<file path="src/rtl/hreg_pkg.sv">
package hreg_pkg;

    localparam int REG_IDX_W = 4;
    localparam int NUM_REGS  = 1 << REG_IDX_W;
    localparam int BYTE_W    = 8;

    typedef logic [REG_IDX_W-1:0] reg_idx_t;
    typedef logic [BYTE_W-1:0]    byte_t;

    localparam reg_idx_t OFS_CNT_LO  = 4'd0;
    localparam reg_idx_t OFS_CNT_MID = 4'd1;
    localparam reg_idx_t OFS_CMD     = 4'd3;
    localparam reg_idx_t OFS_STATUS  = 4'd4;
    localparam reg_idx_t OFS_REASON  = 4'd5;
    localparam reg_idx_t OFS_CFG_A   = 4'd8;
    localparam reg_idx_t OFS_VARIANT = 4'd14;

    localparam int ST_IRQ    = 7;
    localparam int ST_GROSS  = 6;
    localparam int ST_PARITY = 5;
    localparam int ST_TCOUNT = 4;
    localparam int CMD_RELOAD_BIT = 7;

    localparam byte_t RST_CFG_A   = 8'h07;
    localparam byte_t RST_VARIANT = 8'h04;

    typedef struct packed {
        logic     wr;
        logic     rd_first;
        reg_idx_t idx;
        byte_t    data;
    } bus_op_t;

    function automatic logic is_mirrored(reg_idx_t i);
        return (i == OFS_CMD) || (i == OFS_CFG_A) || (i >= 4'd11);
    endfunction

    function automatic byte_t reset_value(reg_idx_t i);
        if (i == OFS_VARIANT) return RST_VARIANT;
        if (i == OFS_CFG_A)   return RST_CFG_A;
        return '0;
    endfunction

endpackage

</file>
<file path="src/rtl/hreg_decode.sv">
module hreg_decode
    import hreg_pkg::*;
#(
    parameter int STRIDE = 2,
    parameter int ADDR_W = REG_IDX_W + STRIDE
) (
    input  logic              clk,
    input  logic              rst,
    input  logic [ADDR_W-1:0] bus_addr,
    input  logic [7:0]        bus_wdata,
    input  logic              bus_wr,
    input  logic              bus_rd,
    output bus_op_t           op
);

    logic rd_q;

    always_ff @(posedge clk) begin
        if (rst) rd_q <= 1'b0;
        else     rd_q <= bus_rd;
    end

    // offset from the shifted byte address
    // side effects only on the first strobe cycle
    always_comb begin
        op.wr       = bus_wr;
        op.rd_first = bus_rd & ~rd_q;
        op.idx      = reg_idx_t'(bus_addr >> STRIDE);
        op.data     = bus_wdata;
    end

endmodule

</file>
<file path="src/rtl/hreg_write_bank.sv">
module hreg_write_bank
    import hreg_pkg::*;
(
    input  logic                   clk,
    input  logic                   rst,
    input  bus_op_t                op,
    output byte_t [NUM_REGS-1:0]   wbank
);

    for (genvar k = 0; k < NUM_REGS; k++) begin : g_wreg
        always_ff @(posedge clk) begin
            if (rst)
                wbank[k] <= '0;
            else if (op.wr && op.idx == reg_idx_t'(k))
                wbank[k] <= op.data;
        end
    end

endmodule

</file>
<file path="src/rtl/hreg_read_bank.sv">
module hreg_read_bank
    import hreg_pkg::*;
(
    input  logic                 clk,
    input  logic                 rst,
    input  bus_op_t              op,
    input  byte_t                cnt_lo_w,
    input  byte_t                cnt_mid_w,
    input  logic                 irq_raise,
    input  logic [6:0]           stat_set,
    output byte_t [NUM_REGS-1:0] rbank,
    output logic                 irq
);

    byte_t [NUM_REGS-1:0] nxt;

    always_comb begin
        nxt = rbank;
        if (op.wr) begin
            if (is_mirrored(op.idx))
                nxt[op.idx] = op.data;
            if (op.idx == OFS_CMD && op.data[CMD_RELOAD_BIT]) begin
                nxt[OFS_CNT_LO]  = cnt_lo_w;
                nxt[OFS_CNT_MID] = cnt_mid_w;
            end
            if (op.idx == OFS_CNT_LO || op.idx == OFS_CNT_MID)
                nxt[OFS_STATUS][ST_TCOUNT] = 1'b0;
        end
        if (op.rd_first && op.idx == OFS_REASON) begin
            nxt[OFS_STATUS][ST_IRQ]    = 1'b0;
            nxt[OFS_STATUS][ST_GROSS]  = 1'b0;
            nxt[OFS_STATUS][ST_PARITY] = 1'b0;
        end
        // sets after clears
        nxt[OFS_STATUS][6:0] = nxt[OFS_STATUS][6:0] | stat_set;
        if (irq_raise)
            nxt[OFS_STATUS][ST_IRQ] = 1'b1;
    end

    always_ff @(posedge clk) begin
        if (rst) begin
            for (int i = 0; i < NUM_REGS; i++)
                rbank[i] <= reset_value(reg_idx_t'(i));
        end else begin
            rbank <= nxt;
        end
    end

    assign irq = rbank[OFS_STATUS][ST_IRQ];


    raise_sets_irq_chk: assert property (@(posedge clk) disable iff (rst)
        irq_raise |=> irq);


    no_spurious_irq_chk: assert property (@(posedge clk) disable iff (rst)
        $rose(irq) |-> $past(irq_raise));


    reason_read_clear_chk: assert property (@(posedge clk) disable iff (rst)
        (op.rd_first && op.idx == OFS_REASON && !irq_raise && stat_set[6:5] == 2'b00)
        |=> (!irq && rbank[OFS_STATUS][6:5] == 2'b00));


    tcount_clear_chk: assert property (@(posedge clk) disable iff (rst)
        (op.wr && (op.idx == OFS_CNT_LO || op.idx == OFS_CNT_MID) && !stat_set[ST_TCOUNT])
        |=> !rbank[OFS_STATUS][ST_TCOUNT]);

endmodule

</file>
<file path="src/rtl/hreg_split_top.sv">
module hreg_split_top
    import hreg_pkg::*;
#(
    parameter int STRIDE = 2,
    parameter int ADDR_W = REG_IDX_W + STRIDE
) (
    input  logic                       clk,
    input  logic                       rst,
    input  logic [ADDR_W-1:0]          bus_addr,
    input  logic [7:0]                 bus_wdata,
    input  logic                       bus_wr,
    input  logic                       bus_rd,
    output logic [7:0]                 bus_rdata,
    input  logic                       irq_raise,
    input  logic [6:0]                 stat_set,
    output logic                       cmd_fire,
    output logic [7:0]                 cmd_code,
    output logic [NUM_REGS*BYTE_W-1:0] wr_regs,
    output logic                       irq_line
);

    bus_op_t              op;
    byte_t [NUM_REGS-1:0] wbank;
    byte_t [NUM_REGS-1:0] rbank;

    hreg_decode #(.STRIDE(STRIDE), .ADDR_W(ADDR_W)) u_decode (
        .clk       (clk),
        .rst       (rst),
        .bus_addr  (bus_addr),
        .bus_wdata (bus_wdata),
        .bus_wr    (bus_wr),
        .bus_rd    (bus_rd),
        .op        (op)
    );

    hreg_write_bank u_wbank (
        .clk   (clk),
        .rst   (rst),
        .op    (op),
        .wbank (wbank)
    );

    hreg_read_bank u_rbank (
        .clk       (clk),
        .rst       (rst),
        .op        (op),
        .cnt_lo_w  (wbank[OFS_CNT_LO]),
        .cnt_mid_w (wbank[OFS_CNT_MID]),
        .irq_raise (irq_raise),
        .stat_set  (stat_set),
        .rbank     (rbank),
        .irq       (irq_line)
    );


    assign bus_rdata = rbank[op.idx];
    assign cmd_fire  = op.wr && (op.idx == OFS_CMD);
    assign cmd_code  = op.data;
    assign wr_regs   = wbank;


    count_reload_chk: assert property (@(posedge clk) disable iff (rst)
        (bus_wr && op.idx == OFS_CMD && bus_wdata[CMD_RELOAD_BIT])
        |=> (rbank[OFS_CNT_LO] == $past(wbank[OFS_CNT_LO]) &&
             rbank[OFS_CNT_MID] == $past(wbank[OFS_CNT_MID])));

endmodule

</file>
<file path="config.mk">
export PLATFORM = sky130hd
export DESIGN_NAME = hreg_split_top
export DESIGN_NICKNAME = d
export VERILOG_FILES = /design/src/rtl/hreg_pkg.sv /design/src/rtl/hreg_decode.sv /design/src/rtl/hreg_write_bank.sv /design/src/rtl/hreg_read_bank.sv /design/src/rtl/hreg_split_top.sv
export SDC_FILE = /design/constraint.sdc
export NUM_CORES = 1
export LEC_CHECK = 0
export BUFFER_PORTS_ARGS = -buffer_cell sky130_fd_sc_hd__buf_2
export CORE_MARGIN = 4
export CORE_UTILIZATION = 51
export DETAILED_ROUTE_END_ITERATION = 16
export PLACE_DENSITY_LB_ADDON = 0.1
export SLEW_MARGIN = 10
export SYNTH_ARGS = -nofsm -noshare
export SYNTH_HDL_FRONTEND = slang
export SYNTH_SLANG_ARGS = --single-unit
</file>
<file path="constraint.sdc">
create_clock -name clk -period 2.4 [get_ports clk]
set_clock_uncertainty 0.1 [all_clocks]
set_input_delay 0.12 -clock clk [delete_from_list [all_inputs] [get_ports clk]]
set_output_delay 0.12 -clock clk [all_outputs]
set_load 0.02 [all_outputs]
</file>
==> results.json, run 1 <==
{
  "timing.critical_path.required_ns": 2.18,
  "critical_path.reg2reg.endpoint": "u_rbank.rbank[38]$_SDFF_PP0_",
  "tritoncts.num_buffers": 27,
  "timing_worst_setup_path_type": "reg2out",
  "clock_tree.htree_level_count": 1,
  "slew_headroom_pct": 60.3,
  "drt_total_wl_microns": 31100,
  "synthXorXnorAreaFrac_pct": 0,
  "coreArea_sq_mm": 0.0197,
  "grt.total_usage_pct": 26.8,
  "gpl.final_weighted_congestion": 0.782,
  "post_cts_resized": 0,
  "hold_path_class": "in2reg",
  "detailroute.via_count": 8896,
  "vdd.ir_drop.worst_mv": 0.516,
  "fillers": 1718,
  "fmax_ghz": 0.471,
  "finish.instance_area_sq_mm": 0.0122,
  "global_route_wire_length_before_repair_microns": 48300,
  "min_from": "bus_wdata[3]",
  "crit_path_capture_type": "primary output",
  "routedWlPerCell_microns": 20.9,
  "share_of_cells_above_drive_strength_1_pct": 23.1,
  "drt_iter0_markers": 830,
  "setup_violations": 0,
  "worst_setup_path_start_kind": "flop",
  "power.density_cell_area_mw_per_mm2": 757,
  "power.static_leakage_nw": 4.73,
  "worstHoldPathCells": 3,
  "firstDrtPassIters": 5,
  "initial_core_util_pct": 52.4,
  "io_pins": 172,
  "status": "complete, no violations",
  "grt_setup_unrepaired": "no",
  "final_nets": 1227,
  "synth_cell_type_count": 38,
  "post-dp-hpwl_microns": 18600,
  "final_period_util_pct": 88.4,
  "yosysWarningCount": 0,
  "crit_path_top_delay_cell": "sky130_fd_sc_hd__mux4_2",
  "cts.repair_timing.setup_buffer_count": 0,
  "r2r.worst_path.cells": 4,
  "synthesized_area_sq_mm": 0.0103,
  "slowest_delay_ns": 0.54,
  "synth-compound-area-share_pct": 20.0,
  "floorplan.die_area_sq_mm": 0.0226,
  "crit_fanout": 2,
  "mapped_avg_cell_area_sq_um": 9.44,
  "routed_via_density": 5.98,
  "path_buf_inv": 1,
  "die_span_y_microns": 150,
  "setup-tns-final_ns": 0,
  "worst_ep_arrival_time_ns": 1.90,
  "path_clk_slew_ns": 0.06,
  "die_w_microns": 150,
  "grt_antenna_before_repair": 1,
  "drt_drc_violations_left": 0,
  "cts_root_buf": "sky130_fd_sc_hd__clkbuf_16",
  "worst_skew_pair.late_latency_ns": 0.53,
  "areaGrowthSynthToFinish_pct": 18.3,
  "grt_pass1_vias": 8365,
  "synth_seq_cells": 257,
  "critical_path.cell_chain": "mux4_2 > a22oi_1 > nand2_1 > buf_2",
  "sequential_element_share_of_the_synthesized_area_pct": 51.4,
  "floorplan.rows": 51,
  "dpl_cell_area_sq_mm": 0.0112,
  "finalWorstSetupSlack_ns": 0.278,
  "grt_remaining_overflow": 0,
  "crit-reg2reg-launch": "u_decode.rd_q$_SDFF_PP0_",
  "synth_mux_area_share_pct": 8.74,
  "max_cap_violations": 0,
  "timing.final.crit_period_ns": 2.12,
  "report.final.slew_viol_count": 0,
  "synthAdderAreaFrac_pct": 0,
  "syn_inst": 1094,
  "antenna_violating_nets_post_route": 0,
  "grt_max_degree": 125,
  "tritoncts": "built",
  "finalHoldViolations": 0,
  "hold-path-endpoint": "u_wbank.wbank[43]$_SDFFE_PP0P_",
  "max-clock-path-buffers": 3,
  "post_synth_and_or_nand_nor_area_fraction_pct": 13.2,
  "synthesis.nets": 1120,
  "max_slew.worst_pin.slew_ns": 0.596,
  "place_worst_setup_slack_ns": 0.347,
  "cpLargestDelayFamily": "multiplexers",
  "r2r_slack_ns": 0.85,
  "port_buffers": 169,
  "combinational_family_with_the_most_area_after_synthesis": "compound AO/OA/AOI/OAI gates",
  "clock_sink_count": 257
}
==> worst max-delay path by stage <==
stage / start / end / slack (ns) / cells after the start
final: u_rbank.rbank[115]$_SDFFCE_PP0P_ / bus_rdata[3] / 0.28 / 4
after global routing: u_rbank.rbank[70]$_SDFFCE_PP0P_ / bus_rdata[6] / 0.21 / 4
after CTS: u_rbank.rbank[70]$_SDFFCE_PP0P_ / bus_rdata[6] / 0.29 / 4
after detailed placement: bus_addr[2] / u_rbank.rbank[115]$_SDFFCE_PP0P_ / 0.35 / 5
after global placement: bus_addr[2] / u_rbank.rbank[114]$_SDFFCE_PP1P_ / 0.40 / 5
after floorplan: bus_addr[3] / u_rbank.rbank[112]$_SDFFCE_PP0P_ / 0.30 / 6
==> cells in the mapped netlist <==
cell / instances / share of area (%)
sky130_fd_sc_hd__dfxtp_1: 241 / 47
sky130_fd_sc_hd__a21oi_1: 188 / 9.1
sky130_fd_sc_hd__o21ai_0: 174 / 8.4
sky130_fd_sc_hd__nand3_1: 144 / 7.0
sky130_fd_sc_hd__clkbuf_1: 88 / 3.2
sky130_fd_sc_hd__nor2b_1: 51 / 3.1
sky130_fd_sc_hd__buf_2: 29 / 1.4
sky130_fd_sc_hd__mux4_2: 26 / 5.7
sky130_fd_sc_hd__a22oi_1: 16 / 1.2
sky130_fd_sc_hd__edfxtp_1: 16 / 4.7
sky130_fd_sc_hd__mux2i_1: 16 / 1.6
sky130_fd_sc_hd__o21ai_1: 14 / 0.68
sky130_fd_sc_hd__buf_4: 13 / 0.94
sky130_fd_sc_hd__nand2_1: 11 / 0.40
sky130_fd_sc_hd__nor2_1: 10 / 0.36
sky130_fd_sc_hd__nor4_1: 9 / 0.54
sky130_fd_sc_hd__mux4_1: 6 / 1.5
sky130_fd_sc_hd__buf_6: 5 / 0.54
sky130_fd_sc_hd__inv_1: 5 / 0.18
sky130_fd_sc_hd__o31ai_1: 5 / 0.36
sky130_fd_sc_hd__buf_1: 3 / 0.11
sky130_fd_sc_hd__nor4_2: 3 / 0.36
sky130_fd_sc_hd__and3b_1: 2 / 0.17
sky130_fd_sc_hd__nand2b_1: 2 / 0.12
sky130_fd_sc_hd__nand3b_1: 2 / 0.15
sky130_fd_sc_hd__nor3b_2: 2 / 0.24
sky130_fd_sc_hd__or3b_1: 2 / 0.17
sky130_fd_sc_hd__a2bb2oi_2: 1 / 0.15
sky130_fd_sc_hd__and2_1: 1 / 0.061
sky130_fd_sc_hd__and3_1: 1 / 0.061
sky130_fd_sc_hd__buf_12: 1 / 0.19
sky130_fd_sc_hd__buf_8: 1 / 0.15
sky130_fd_sc_hd__clkinv_1: 1 / 0.036
sky130_fd_sc_hd__nand4b_1: 1 / 0.085
sky130_fd_sc_hd__nand4bb_1: 1 / 0.11
sky130_fd_sc_hd__nor4b_4: 1 / 0.23
sky130_fd_sc_hd__o21bai_1: 1 / 0.073
sky130_fd_sc_hd__or2_1: 1 / 0.061
==> report_power, final <==
| part | internal (W) | total (W) | switching [W] | leakage [nW] |
|---|---|---|---|---|
| Combinational | 0.000213 | 0.000719 | 0.000506 | 2.18 |
| Sequential | 0.00438 | 0.00441 | 0.0000355 | 2.11 |
| Clock | 0.00240 | 0.00412 | 0.00172 | 0.434 |
==> worst min-delay path: stages <==
cell and delay, ns:
sky130_fd_sc_hd__buf_2 0.28, sky130_fd_sc_hd__nand3_1 0.14, sky130_fd_sc_hd__a21oi_1 0.05
==> area by class of cell <==
class / instances / area [sq um] / area share, %
antenna: 1 / 2.50 / 0.0205
clock buffer: 41 / 798 / 6.53
clock inverter: 8 / 73.8 / 0.604
inverter: 6 / 22.5 / 0.184
multi-input combinational: 691 / 4350 / 35.6
sequential: 257 / 5310 / 43.4
tap: 265 / 332 / 2.71
timing repair buffer: 218 / 1350 / 11.0
==> routing by layer <==
layer	vias to the layer above	wire length (microns)	global-route usage, %
met1	4352	13900	39.8
met2	333	13900	39.4
met5	-	7	0
met4	2	640	6.54
li1	4166	-	-
met3	43	2620	6.38
==> what timing repair did <==
item / 4_1_cts / 5_1_grt
hold endpoints to repair: 69 / 0
setup endpoints to repair: 0 / 0
hold buffers: 15 / 0
==> stage by stage <==
stage | cells | util (%) | power [W] | hold WS (ns)
6_report | 1487 | 62.0 | 0.00925 | 0.0185
5_1_grt | 1486 | 62.0 | 0.00953 | 0.0177
4_1_cts | 1486 | 62.0 | 0.00928 | 0.00245
3_5_place_dp | 1422 | 56.8 | 0.00519 | 0.229
3_3_place_gp | 1422 | 56.8 | 0.00519 | 0.224
2_1_floorplan | 1094 | - | 0.00497 | 0.136
==> flip-flops by register name, summed over array words and instances, names as in the netlist <==
name and count:
u_wbank.wbank 128, u_rbank.rbank 127, u_decode.rd_q 1, u_rbank.irq 1
==> cells in the final DEF, fill, tap and decap left out, types with 26 or more instances in the layout <==
master | netlist | routed
sky130_fd_sc_hd__nor2b_1 | 51 | 49
sky130_fd_sc_hd__dfxtp_1 | 241 | 241
sky130_fd_sc_hd__buf_4 | 13 | 27
sky130_fd_sc_hd__a21oi_1 | 188 | 188
sky130_fd_sc_hd__mux4_2 | 26 | 26
sky130_fd_sc_hd__buf_2 | 29 | 168
sky130_fd_sc_hd__nand3_1 | 144 | 143
sky130_fd_sc_hd__clkbuf_16 | 0 | 27
sky130_fd_sc_hd__o21ai_0 | 174 | 173
==> cells by family after synthesis <==
group           count (synthesis)
compound gates                399
buf+inv                       146
flops                         257
mux                            48
simple gates                  244
Power figures use the tool's default switching activity.
==> inputs of run 2 (changes only) <==
Settings changed: PLACE_DENSITY set to 0.78, PLACE_DENSITY_LB_ADDON 0.1 to unset.
==> run 2 against run 1 <==
Net effect: hold slack gained 0.014 ns; highest routed layer unchanged; sequential share of layout area decreased by 0.19 points; clock power hardly changed; power about the same; via count up 1.7%; register-to-register slack barely moved; sequential cell count is the same.
==> results.json, run 2 (same netlist as run 1, synthesis figures left out) <==
{
  "placed_instances": 1423,
  "slew_headroom_pct": 52.1,
  "fmax_ghz": 0.474,
  "crit_fanout": 2,
  "wirelength_met1_microns": 12300,
  "worst_ep_arrival_time_ns": 1.89,
  "final_nets": 1230,
  "postLayoutCoreUtil_pct": 62.3,
  "port_buffers": 169,
  "status": "complete, no violations",
  "largest_register_ff_count": 128,
  "clock_tree.htree_level_count": 1,
  "setup_violations": 0,
  "crit_path_capture_type": "primary output",
  "timing.critical_path.required_ns": 2.18,
  "worst_setup_path_start_kind": "flop",
  "routed_via_density": 6.09,
  "areaGrowthSynthToFinish_pct": 18.9,
  "max-clock-path-buffers": 3,
  "critPathCapture": "bus_rdata[1]",
  "path_clk_slew_ns": 0.06,
  "max_flop_register": "u_wbank.wbank",
  "global_route_wire_length_before_repair_microns": 47500,
  "die_span_y_microns": 150,
  "dr_top_layer": "met5",
  "tritoncts.num_buffers": 26,
  "die_w_microns": 150,
  "vdd.ir_drop.worst_mv": 0.635,
  "min_from": "bus_wdata[2]",
  "finalHoldWorstSlack_ns": 0.0329,
  "firstDrtPassIters": 6,
  "max_cap_violations": 0,
  "detailroute.via_count": 9050,
  "drt_drc_violations_left": 0,
  "grt.total_usage_pct": 26.4,
  "share_of_cells_above_drive_strength_1_pct": 23.2,
  "routedWlPerCell_microns": 20.5,
  "clock_sink_count": 257,
  "fillers": 1554,
  "floorplan.die_area_sq_mm": 0.0226,
  "cts.repair_timing.setup_buffer_count": 0,
  "antenna_cells": 0,
  "gpl.final_weighted_congestion": 0.798,
  "max_slew.worst_pin.slew_ns": 0.715,
  "timing.final.crit_period_ns": 2.11,
  "met2WireLength_microns": 13800,
  "cts_root_buf": "sky130_fd_sc_hd__clkbuf_16",
  "layoutNonFillerInstCount": 1487,
  "tritoncts": "built",
  "worst_skew_pair.late_latency_ns": 0.53,
  "power.density_cell_area_mw_per_mm2": 753,
  "finalHoldViolations": 0,
  "final_common_cell": "sky130_fd_sc_hd__dfxtp_1",
  "timing_worst_setup_path_type": "reg2out",
  "grt_pass1_vias": 8400,
  "post-layout-total-power_w": 0.00925,
  "io_pins": 172,
  "floorplan.rows": 51,
  "r2r_slack_ns": 0.85,
  "initial_core_util_pct": 52.4,
  "drt_total_wl_microns": 30500,
  "grt_remaining_overflow": 0,
  "grt_max_degree": 123,
  "grt_setup_unrepaired": "no",
  "antenna_violating_nets_post_route": 0,
  "post-dp-hpwl_microns": 18600,
  "layout_common_cells": "sky130_fd_sc_hd__dfxtp_1, sky130_fd_sc_hd__a21oi_1, sky130_fd_sc_hd__o21ai_0",
  "drt_iter0_markers": 952,
  "top_regs": "u_wbank.wbank x128, u_rbank.rbank x127",
  "power.static_leakage_nw": 4.75,
  "setup-tns-final_ns": 0,
  "grt_antenna_before_repair": 2,
  "hold_path_class": "in2reg",
  "r2r.worst_path.cells": 4,
  "crit_path_start": "u_rbank.rbank[25]$_SDFFE_PP0P_",
  "report.final.slew_viol_count": 0,
  "coreArea_sq_mm": 0.0197,
  "routed-wl-met3_microns": 3600,
  "final_period_util_pct": 88.0,
  "crit-reg2reg-launch": "u_decode.rd_q$_SDFF_PP0_",
  "critical_path.reg2reg.endpoint": "u_rbank.rbank[37]$_SDFF_PP0_"
}
-- run 2: cell types whose count changed in the layout (fill, tap and decap cells not counted) --
cell | before | now
sky130_fd_sc_hd__buf_4 | 27 | 28
sky130_fd_sc_hd__clkbuf_1 | 7 | 3
sky130_fd_sc_hd__clkbuf_16 | 27 | 28
sky130_fd_sc_hd__clkinv_8 | 0 | 1
sky130_fd_sc_hd__clkinvlp_4 | 0 | 1
sky130_fd_sc_hd__diode_2 | 1 | 0
sky130_fd_sc_hd__dlygate4sd3_1 | 15 | 18
sky130_fd_sc_hd__inv_4 | 1 | 0
sky130_fd_sc_hd__inv_6 | 1 | 0
-- run 2: layout make-up --
class	count	area, sq um	share of cell area [%]
timing repair buffer	222	1380	11.3
sequential	257	5310	43.2
clock buffer	38	808	6.58
clock inverter	8	82.6	0.673
inverter	6	22.5	0.183
multi-input combinational	691	4350	35.4
tap	265	332	2.70
-- run 2: stage by stage --
stage / instance area, sq um / setup WS [ns]
after detailed placement: 11200 / 0.363
after global placement: 11200 / 0.411
after floorplan: 10300 / 0.299
after global routing: 12300 / 0.167
final: 12300 / 0.289
after CTS: 12300 / 0.289
-- run 2: how the worst min path moves through the flow --
| stage | end | slack (ns) | cells after the start |
|---|---|---|---|
| final | u_wbank.wbank[74]$_SDFFE_PP0P_ | 0.03 | 3 |
| after global routing | u_wbank.wbank[72]$_SDFFE_PP0P_ | 0.02 | 3 |
| after CTS | u_wbank.wbank[74]$_SDFFE_PP0P_ | 0.001 | 3 |
| after detailed placement | u_rbank.rbank[34]$_SDFF_PP0_ | 0.23 | 3 |
| after global placement | u_rbank.rbank[35]$_SDFF_PP0_ | 0.23 | 3 |
| after floorplan | u_rbank.rbank[32]$_SDFF_PP0_ | 0.14 | 2 |
-- run 2: what timing repair did --
item,CTS,global route
hold endpoints to repair,59,0
hold buffers,18,0
gates resized for setup,0,0
endpoints found under the setup margin,0,0
-- run 2: layer usage --
metal,vias to the layer above,GRT usage [%]
met3,73,7.59
met5,-,0
li1,4147,-
met2,498,39.9
met4,4,7.23
met1,4328,37.1
-- run 2: critical path, cell delays in order (launching register included) --
cell	delay, ns
sky130_fd_sc_hd__dfxtp_1	0.32
sky130_fd_sc_hd__mux4_2	0.52
sky130_fd_sc_hd__a22oi_1	0.25
sky130_fd_sc_hd__nand2_1	0.11
sky130_fd_sc_hd__buf_2	0.17
-- run 2: report_power, final --
| part | switching (W) | leakage, nW | internal (W) | total (W) |
|---|---|---|---|---|
| registers | 0.0000378 | 2.11 | 0.00438 | 0.00441 |
| clock network | 0.00168 | 0.440 | 0.00244 | 0.00412 |
| logic | 0.000501 | 2.20 | 0.000217 | 0.000718 |
